$ cat config.mk
export PLATFORM = sky130hd
export DESIGN_NAME = pwr_mode_ctrl
export DESIGN_NICKNAME = d
export VERILOG_FILES = /design/src/rtl/pmc_pkg.sv /design/src/rtl/pmc_ctl_reg.sv /design/src/rtl/pmc_mode_fsm.sv /design/src/rtl/pmc_out_dec.sv /design/src/rtl/pwr_mode_ctrl.sv
export SDC_FILE = /design/constraint.sdc
export NUM_CORES = 1
export LEC_CHECK = 0
export ABC_AREA = 0
export BUFFER_PORTS_ARGS = -buffer_cell sky130_fd_sc_hd__buf_4
export CORE_MARGIN = 3
export CORE_UTILIZATION = 51
export DETAILED_ROUTE_END_ITERATION = 8
export PLACE_DENSITY = 0.82
export SLEW_MARGIN = 10
export SYNTH_ARGS = -nofsm -noshare
export SYNTH_HDL_FRONTEND = slang
export SYNTH_SLANG_ARGS = --single-unit
export TNS_END_PERCENT = 5
$ cat constraint.sdc
create_clock -name clk -period 4.4 [get_ports clk]
set_input_delay 0.22 -clock clk [delete_from_list [all_inputs] [get_ports clk]]
set_output_delay 0.22 -clock clk [all_outputs]
set_load 0.05 [all_outputs]
$ cat src/rtl/pmc_pkg.sv
// Shared types and register bit positions for the low-power mode controller.
package pmc_pkg;

    localparam int REG_W  = 8;
    localparam int B_LFS  = 7;
    localparam int B_HFS  = 6;
    localparam int B_WBPS = 5;
    localparam int B_RSV  = 4;
    localparam int B_HALT = 3;
    localparam int B_IDLE = 2;
    localparam int B_DHF  = 1;
    localparam int B_PSM  = 0;

    typedef enum logic [1:0] {
        MODE_ACT   = 2'd0,
        MODE_PSAVE = 2'd1,
        MODE_IDLE  = 2'd2,
        MODE_HALT  = 2'd3
    } pm_mode_e;

    typedef enum logic [2:0] {
        ST_RUN,
        ST_SLOWING,
        ST_PSAVE,
        ST_IDLE,
        ST_HALT,
        ST_RESUME
    } pm_state_e;

    typedef struct packed {
        logic wbps;
        logic halt;
        logic idle;
        logic dhf;
        logic psm;
    } pm_ctl_t;

    // Mode reported for a given FSM state (resume state handled by caller).
    function automatic pm_mode_e mode_of(input pm_state_e s);
        case (s)
            ST_PSAVE: return MODE_PSAVE;
            ST_IDLE:  return MODE_IDLE;
            ST_HALT:  return MODE_HALT;
            default:  return MODE_ACT;
        endcase
    endfunction

endpackage

$ cat src/rtl/pmc_ctl_reg.sv
// Writable control bits of the mode register.
// Assumes: wake-up outranks a write; a write outranks the switch-done set.
module pmc_ctl_reg
    import pmc_pkg::*;
#(
    parameter int W = REG_W
) (
    input  logic         clk,
    input  logic         rst_n,
    input  logic         wr_en,
    input  logic [W-1:0] wdata,
    input  logic         wake_evt,
    input  logic         psm_done,
    output pm_ctl_t      ctl
);

    // Update control bits from reset, wake-up, CPU write or switch completion.
    always_ff @(posedge clk) begin
        if (!rst_n) begin
            ctl <= '0;
        end else if (wake_evt) begin
            ctl.psm  <= 1'b0;
            ctl.dhf  <= 1'b0;
            ctl.idle <= 1'b0;
            ctl.halt <= 1'b0;
        end else if (wr_en) begin
            ctl.wbps <= wdata[B_WBPS];
            ctl.halt <= wdata[B_HALT];
            ctl.idle <= wdata[B_IDLE];
            ctl.dhf  <= wdata[B_DHF];
            ctl.psm  <= wdata[B_PSM] & (wdata[B_WBPS] | ctl.psm | psm_done);
        end else if (psm_done) begin
            ctl.psm  <= 1'b1;
        end
    end

endmodule

$ cat src/rtl/pmc_mode_fsm.sv
// Mode sequencer: immediate/deferred entry, clock-flag gating, wake-up resume.
// Assumes: wait_strobe is a single-cycle pulse; a WAIT in a write cycle is dropped.
module pmc_mode_fsm
    import pmc_pkg::*;
#(
    parameter int W = REG_W
) (
    input  logic         clk,
    input  logic         rst_n,
    input  pm_ctl_t      ctl,
    input  logic         wr_en,
    input  logic [W-1:0] wdata,
    input  logic         wait_strobe,
    input  logic         wake_evt,
    input  logic         hf_stable,
    input  logic         lf_stable,
    output pm_state_e    state,
    output pm_mode_e     wake_from,
    output logic         psm_done
);

    pm_state_e state_nxt;
    pm_state_e exit_st;
    logic      wr_clr;
    logic      wr_now;
    logic      wait_ok;

    assign wr_clr  = wr_en & ~wdata[B_PSM];
    assign wr_now  = wr_en & wdata[B_PSM] & ~wdata[B_WBPS];
    assign wait_ok = wait_strobe & ~wr_en;
    assign exit_st = hf_stable ? ST_RUN : ST_RESUME;

    // Next-state selection; wake-up outranks every other cause.
    always_comb begin
        state_nxt = state;
        psm_done  = 1'b0;
        if (wake_evt) begin
            if (state != ST_RUN) state_nxt = exit_st;
        end else begin
            case (state)
                ST_RUN: begin
                    if (wr_now) begin
                        state_nxt = ST_SLOWING;
                    end else if (wait_ok && ctl.wbps) begin
                        if (ctl.halt)                  state_nxt = ST_HALT;
                        else if (ctl.idle) begin
                            if (lf_stable)             state_nxt = ST_IDLE;
                        end else if (ctl.psm && lf_stable) state_nxt = ST_PSAVE;
                    end
                end
                ST_SLOWING: begin
                    if (wr_clr) begin
                        state_nxt = exit_st;
                    end else if (lf_stable) begin
                        state_nxt = ST_PSAVE;
                        psm_done  = 1'b1;
                    end
                end
                ST_PSAVE: begin
                    if (wr_clr)                  state_nxt = exit_st;
                    else if (wait_ok && ctl.halt) state_nxt = ST_HALT;
                    else if (wait_ok && ctl.idle) state_nxt = ST_IDLE;
                end
                ST_RESUME: begin
                    if (hf_stable) state_nxt = ST_RUN;
                end
                default: ;
            endcase
        end
    end

    // State register.
    always_ff @(posedge clk) begin
        if (!rst_n) state <= ST_RUN;
        else        state <= state_nxt;
    end

    // Remember the mode being left when the resume state is entered.
    always_ff @(posedge clk) begin
        if (!rst_n)
            wake_from <= MODE_ACT;
        else if (state_nxt == ST_RESUME && state != ST_RESUME)
            wake_from <= mode_of(state);
    end

endmodule

$ cat src/rtl/pmc_out_dec.sv
// Output decode from FSM state: mode code, oscillator enable, clock select, stall.
// Assumes: purely combinational, no added latency.
module pmc_out_dec
    import pmc_pkg::*;
(
    input  pm_state_e  state,
    input  pm_mode_e   wake_from,
    input  logic       dhf,
    output logic [1:0] mode_o,
    output logic       hf_osc_en,
    output logic       lf_clk_sel,
    output logic       cpu_stall
);

    // Per-state output values.
    always_comb begin
        mode_o     = mode_of(state);
        hf_osc_en  = 1'b1;
        lf_clk_sel = 1'b1;
        cpu_stall  = 1'b0;
        case (state)
            ST_RUN:    lf_clk_sel = 1'b0;
            ST_PSAVE:  hf_osc_en  = ~dhf;
            ST_IDLE: begin
                hf_osc_en = ~dhf;
                cpu_stall = 1'b1;
            end
            ST_HALT: begin
                hf_osc_en = 1'b0;
                cpu_stall = 1'b1;
            end
            ST_RESUME: mode_o = wake_from;
            default: ;
        endcase
    end

endmodule

$ cat src/rtl/pwr_mode_ctrl.sv
// Low-power mode controller top: control register, mode FSM and output decode.
// Assumes: clock-flag inputs are already synchronous to clk.
module pwr_mode_ctrl
    import pmc_pkg::*;
#(
    parameter int W = REG_W
) (
    input  logic         clk,
    input  logic         rst_n,
    input  logic         reg_wr_en,
    input  logic [W-1:0] reg_wdata,
    output logic [W-1:0] reg_rdata,
    input  logic         wait_strobe,
    input  logic         wake_evt,
    input  logic         hf_stable,
    input  logic         lf_stable,
    output logic [1:0]   mode_o,
    output logic         hf_osc_en,
    output logic         lf_clk_sel,
    output logic         cpu_stall
);

    pm_ctl_t   ctl;
    pm_state_e state;
    pm_mode_e  wake_from;
    logic      psm_done;

    pmc_ctl_reg #(.W(W)) u_reg (
        .clk      (clk),
        .rst_n    (rst_n),
        .wr_en    (reg_wr_en),
        .wdata    (reg_wdata),
        .wake_evt (wake_evt),
        .psm_done (psm_done),
        .ctl      (ctl)
    );

    pmc_mode_fsm #(.W(W)) u_fsm (
        .clk         (clk),
        .rst_n       (rst_n),
        .ctl         (ctl),
        .wr_en       (reg_wr_en),
        .wdata       (reg_wdata),
        .wait_strobe (wait_strobe),
        .wake_evt    (wake_evt),
        .hf_stable   (hf_stable),
        .lf_stable   (lf_stable),
        .state       (state),
        .wake_from   (wake_from),
        .psm_done    (psm_done)
    );

    pmc_out_dec u_dec (
        .state      (state),
        .wake_from  (wake_from),
        .dhf        (ctl.dhf),
        .mode_o     (mode_o),
        .hf_osc_en  (hf_osc_en),
        .lf_clk_sel (lf_clk_sel),
        .cpu_stall  (cpu_stall)
    );

    // Read view: live clock flags on top, control bits below, reserved bit zero.
    always_comb begin
        reg_rdata         = '0;
        reg_rdata[B_LFS]  = lf_stable;
        reg_rdata[B_HFS]  = hf_stable;
        reg_rdata[B_WBPS] = ctl.wbps;
        reg_rdata[B_HALT] = ctl.halt;
        reg_rdata[B_IDLE] = ctl.idle;
        reg_rdata[B_DHF]  = ctl.dhf;
        reg_rdata[B_PSM]  = ctl.psm;
    end

endmodule

==> impl_metrics.csv, run 1 <==
group,metric,value,unit
status,status,"complete, no violations",
worst_hold_path,holdPathEnd,"u_reg.ctl[1]",
setup_path,rrSetupSlack,2090,ps
die,pin_count,28,
die,rows,13,
yosys,synth_edf_count,0,
clock_network,cts.repair.resized,0,
sta,hold_viol,0,
route,via_count,760,
placement,dp.cells,127,
power,p_leak,0.4113,nW
yosys,synthTopCellsByCount,"10 x dfxtp_1, 9 x a21oi_1, 8 x nand2_1, 8 x nor2_1, 6 x nor2b_1",
clock_network,h-tree-depth,1,
global_route,antenna_found_initial,0,
power,vdd.ir_drop.worst,0.0001791,V
clock_network,cts_tree,"yes",
global_route,grt_max_degree,22,
global_route,grt_util_all_layers,0.2015,
sta,slew_headroom,0.5473,
setup_path,rr_endpoint,"u_fsm.wake_from[1]",
sta,whs,185.1,ps
power,pwr-share-comb,0.220,
sta,slew_viol_final,0,
power,intPower,162.8,µW
die,coreArea,1350,µm²
worst_hold_path,hold_depth,3,
worst_hold_path,hp-start,"reg_wdata[1]",
die,start_util,0.5700,
setup_path,ff2ff_path_depth,6,
yosys,syn_area,769.5,µm²
power,power_frac_seq,0.418,
setup_path,end_kind,"flop",
global_route,grt_pass1_vias,685,
yosys,syn_inst,99,
setup_path,crit_type,"reg -> reg",
die,dieWidth,44.85,µm
sta,tightest_slew,678.1,ps
placement,post-place-ws,2131,ps
route,wire_per_inst,12.87,µm
route,drtIter0Drc,28,
final_layout,drive_above_1_share,0.2759,
die,die_area,2011,µm²
clock_network,cts_setup_buffers,0,
sta,setup_viol_count_final,0,
yosys,ys_ff_latch,10,
setup_path,critPathLaunchType,"flop",
yosys,yosys.area.top_type,"dfxtp_1",
clock_network,insertion_delay,270,ps
sta,skew,5.268,ps
route,detail_route.drc_violations,0,
power,p_sw,68.59,µW
clock_network,clock_path_buffers,2,
job,drv_cap,0,
sta,fin_crit_sh,0.5239,
setup_path,crit_fanout,21,
setup_path,r2r_start,"u_fsm.state[0]",
yosys,yosys-top-cells-area,"dfxtp_1 26%, mux2i_1 6.5%, a21oi_1 5.9%, nor2b_1 4.9%, buf_4 3.9%",
sta,min_period,2305,ps
yosys,async_reset_ff_frac,0,
final_layout,area_delta_synth_final,20.98,%
final_layout,final_area,930.9,µm²
yosys,synth.most_common_cell,"dfxtp_1",
clock_network,cts_inserted_buffers,3,
final_layout,layout.cells.non_filler,131,
route,routed_wl,1.686,mm
route,viasPerCell,5.802,
placement,port_buffers,23,
global_route,grt-ovfl-total,0,
power,clockPowerShare,0.363,
setup_path,arrival,2500,ps
sta,rsz0062_at_grt,"no",
global_route,grt_pass1_wl,3.008,mm
die,fp.dieH,44.85,µm
yosys,synth-main-ff-cell,"dfxtp_1",
route,detail_route.first_pass.iterations,4,
placement,place_hpwl,1.265,mm
placement,gp_congestion,0.8826,
yosys,yosysWarnings,0,
final_layout,fin_nets,132,
clock_network,cts_hold_buf,0,
clock_network,clk_pin_slew,70,ps
final_layout,num-fill-cells,115,
clock_network,cts.sinks,10,
sta,fmax,433.8,MHz
placement,placed_area,894.6,µm²
worst_hold_path,hold_class,"in -> reg",
yosys,synth.top_cell.area_share,0.2602,
setup_path,worstPathRequired,4600,ps
yosys,ys_seq_area_frac,0.2602,
power,switching_share,0.2965,
clock_network,cts-root-buf,"clkbuf_4",
power,p_per_area,248.5,nW/µm²
sta,fin_tns_setup,0,ps
route,ant_nets,0,
yosys,synth_nets,114,
final_layout,antenna_cells,0,
yosys,synth.distinct_cells,35,
yosys,syn_area_per_cell,7.773,µm²
sta,worst_slack,2095,ps
[cells in the final DEF, fill, tap and decap left out, types with 3 or more instances in the layout]
cell type   n
buf_4      23
dfxtp_1    10
a21oi_1     9
nor2_1      8
nand2_1     8
nor2b_1     6
o21ai_0     5
mux2i_1     5
inv_1       4
nor3_1      4
clkbuf_4    3
[worst max-delay path by stage]
stage | start | to | cells after the start | slack, ps
after floorplan | u_fsm.state[1] | u_fsm.wake_from[1] | 5 | 2260
after global placement | u_fsm.state[0] | u_fsm.wake_from[1] | 6 | 2160
after detailed placement | u_fsm.state[0] | u_fsm.wake_from[1] | 6 | 2130
after CTS | u_fsm.state[0] | u_fsm.wake_from[1] | 6 | 2100
after global routing | u_fsm.state[0] | u_fsm.wake_from[1] | 6 | 1940
final | u_fsm.state[0] | u_fsm.wake_from[1] | 6 | 2090
[cell families after synthesis]
logic type             after synthesis  share of synthesized area
muxes                                5                    0.06504
and+or+nand+nor                     41                     0.3025
DFF                                 10                     0.2602
AOI/OAI and AO/OA                   28                     0.2618
other                                1                   0.004873
buffers and inverters               14                     0.1057
[per-layer routing]
metal	vias up	wire (µm)	global-route usage	part of all wire
met4	0	18	0.08772	0.011
met2	31	785	0.3181	0.47
li1	381	-	-	-
met5	-	0	0	0
met1	344	754	0.2610	0.45
met3	4	127	0.04781	0.075
[registers in the layout, summed over array words and instances, names as in the netlist]
signal	cells
u_fsm.wake_from	2
u_reg.ctl	5
u_fsm.state	3
[worst max-delay path, cell delays in order (launching register included)]
cell,delay (ps)
dfxtp_1,760
nor2b_1,250
o21bai_1,130
a22oi_1,80
o311a_2,400
a2111oi_4,390
mux2i_1,220
[power groups by stage]
| stage | Clock (mW) | Combinational, mW | Sequential (mW) |
|---|---|---|---|
| floorplan | 0 | 0.0332 | 0.101 |
| global placement | 0 | 0.0501 | 0.0985 |
| detailed placement | 0 | 0.0506 | 0.0986 |
| CTS | 0.0876 | 0.0508 | 0.0965 |
| global route | 0.0902 | 0.0552 | 0.0970 |
| finish | 0.0839 | 0.0508 | 0.0966 |
[per-stage QoR]
step	util	power (mW)
2_1_floorplan	-	0.1340
3_3_place_gp	0.6627	0.1486
3_5_place_dp	0.6627	0.1492
4_1_cts	0.6895	0.2349
5_1_grt	0.6895	0.2424
6_report	0.6895	0.2313
[area by class of cell]
| class | count | area [µm²] | area share |
|---|---|---|---|
| inverter | 4 | 15.01 | 0.01613 |
| multi-input combinational | 75 | 488.0 | 0.5242 |
| clock buffer | 4 | 36.28 | 0.03898 |
| sequential | 10 | 200.2 | 0.2151 |
| tap | 15 | 18.77 | 0.02016 |
| timing repair buffer | 23 | 172.7 | 0.1855 |
Power figures use the tool's default switching activity.
==> run 2, diff against run 1 <==
CORE_UTILIZATION = 48   (was 51)
PLACE_DENSITY = 0.78   (was 0.82)
clock period = 2.4 ns   (was 4.4 ns; I/O delays follow)
==> run 2 against run 1 <==
Sequential power rose by 82%; hold slack got worse by 97 ps; via count rose by 1.1%; sequential share of layout area fell by 0.34 points; register-to-register slack got worse by 1700 ps; first-iteration DRC count rose by 32%; sequential cell count did not move; clock-buffer cell count did not move; combinational power rose by 90%; critical path type unchanged; largest power group unchanged.
==> impl_metrics.csv, run 2 (synthesized netlist as in run 1, its figures left out) <==
group,metric,value,unit
status,status,"complete, no violations",
route,wl_met3,125,µm
final_layout,final_common_cell,"buf_4",
die,coreArea,1399,µm²
clock_network,clock_path_buffers,2,
setup_path,worstPathRequired,2590,ps
worst_hold_path,hold_class,"in -> reg",
setup_path,critPathLaunchType,"flop",
clock_network,cts.sinks,10,
setup_path,ff2ff_path_depth,6,
placement,post-place-ws,387.6,ps
global_route,grt_max_degree,14,
sta,worst_slack,351.3,ps
route,detail_route.first_pass.iterations,4,
global_route,grt_util_all_layers,0.1966,
final_layout,fin_nets,134,
die,pin_count,28,
final_layout,drive_above_1_share,0.2881,
placement,place_hpwl,1.324,mm
sta,skew,4.820,ps
sta,setup_viol_count_final,0,
final_layout,top_register,"u_reg.ctl",
route,via_count,768,
global_route,grt-ovfl-total,0,
sta,whs,87.78,ps
setup_path,setup.worst_path.start,"u_fsm.state[0]",
global_route,antenna_found_initial,0,
sta,slew_viol_final,0,
route,dr_wl_met2,780,µm
sta,min_period,2049,ps
route,wire_per_inst,12.83,µm
route,detail_route.drc_violations,0,
global_route,grt_pass1_vias,659,
route,ant_nets,0,
clock_network,cts_setup_buffers,0,
power,p_per_area,451.7,nW/µm²
final_layout,final_area,945.9,µm²
clock_network,cts_inserted_buffers,3,
route,viasPerCell,5.774,
sta,fin_tns_setup,0,ps
die,fp.dieH,46.04,µm
job,drv_cap,0,
final_layout,fin_util,0.6762,
clock_network,h-tree-depth,1,
power,vdd.ir_drop.worst,0.0003524,V
die,rows,13,
route,m1WireLength,784,µm
die,start_util,0.5501,
setup_path,arrival,2240,ps
worst_hold_path,hold_depth,3,
worst_hold_path,hp-start,"reg_wdata[2]",
die,die_area,2120,µm²
clock_network,cts_tree,"yes",
sta,rsz0062_at_grt,"no",
sta,fin_crit_sh,0.8536,
setup_path,rrSetupSlack,350,ps
worst_hold_path,holdPathEnd,"u_reg.ctl[2]",
power,p_leak,0.4218,nW
placement,port_buffers,23,
sta,hold_viol,0,
final_layout,area_delta_synth_final,22.93,%
clock_network,cts_hold_buf,0,
setup_path,end_kind,"flop",
route,top_layer,"met4",
final_layout,final_cell_mix,"25 x buf_4, 10 x dfxtp_1, 9 x a21oi_1",
final_layout,reg_top3,"u_reg.ctl (5), u_fsm.state (3), u_fsm.wake_from (2)",
final_layout,antenna_cells,0,
placement,gp_congestion,0.8460,
clock_network,clk_pin_slew,70,ps
sta,fmax,488.1,MHz
setup_path,crit_fanout,13,
placement,placed_area,909.6,µm²
die,dieWidth,46.04,µm
route,routed_wl,1.706,mm
clock_network,insertion_delay,270,ps
setup_path,crit_type,"reg -> reg",
final_layout,largest_reg_flops,5,
clock_network,cts-root-buf,"clkbuf_4",
global_route,grt_pass1_wl,2.960,mm
setup_path,rr_endpoint,"u_fsm.wake_from[0]",
clock_network,cts.repair.resized,0,
route,drtIter0Drc,37,
setup_path,r2r_start,"u_fsm.state[0]",
-- run 2: changes by cell type in the layout (fill, tap and decap cells not counted), sizes merged --
cell | before | now
buf | 23 | 25
-- run 2: worst max-delay path: stages, from the launching register on --
cell       delay [ps]
dfxtp_1           540
nor2b_1           230
o21bai_1          130
a22oi_1            80
o311a_2           390
a2111oi_4         390
mux2i_1           230
-- run 2: how the worst max path moves through the flow --
stage                         end  cells past startpoint
6_report       u_fsm.wake_from[0]                      6
5_1_grt        u_fsm.wake_from[0]                      6
4_1_cts        u_fsm.wake_from[0]                      6
3_5_place_dp   u_fsm.wake_from[0]                      6
3_3_place_gp   u_fsm.wake_from[1]                      6
2_1_floorplan  u_fsm.wake_from[1]                      5
-- run 2: layout make-up --
class / count / area [µm²]
Multi-Input combinational cell: 75 / 488.0
Fill cell: 118 / 452.9
Sequential cell: 10 / 200.2
Timing Repair Buffer: 25 / 187.7
Clock buffer: 4 / 36.28
Tap cell: 15 / 18.77
Inverter: 4 / 15.01
-- run 2: per-layer routing --
| metal | vias to the layer above | track usage |
|---|---|---|
| li1 | 384 | - |
| met1 | 351 | 0.2790 |
| met2 | 31 | 0.2775 |
| met3 | 2 | 0.03557 |
| met4 | 0 | 0.1023 |
| met5 | - | 0 |
-- run 2: power by group --
group          switching, mW  total (mW)  internal, mW
clock network         0.0631       0.155        0.0921
logic                 0.0585      0.0966        0.0382
registers            0.00600       0.176         0.170
total                  0.128       0.427         0.300
-- run 2: per-stage QoR --
stage / cells / power, mW
after global routing: 133 / 0.4477
final: 133 / 0.4273
after CTS: 133 / 0.4292
after floorplan: 99 / 0.2456
after global placement: 129 / 0.2748
after detailed placement: 129 / 0.2756
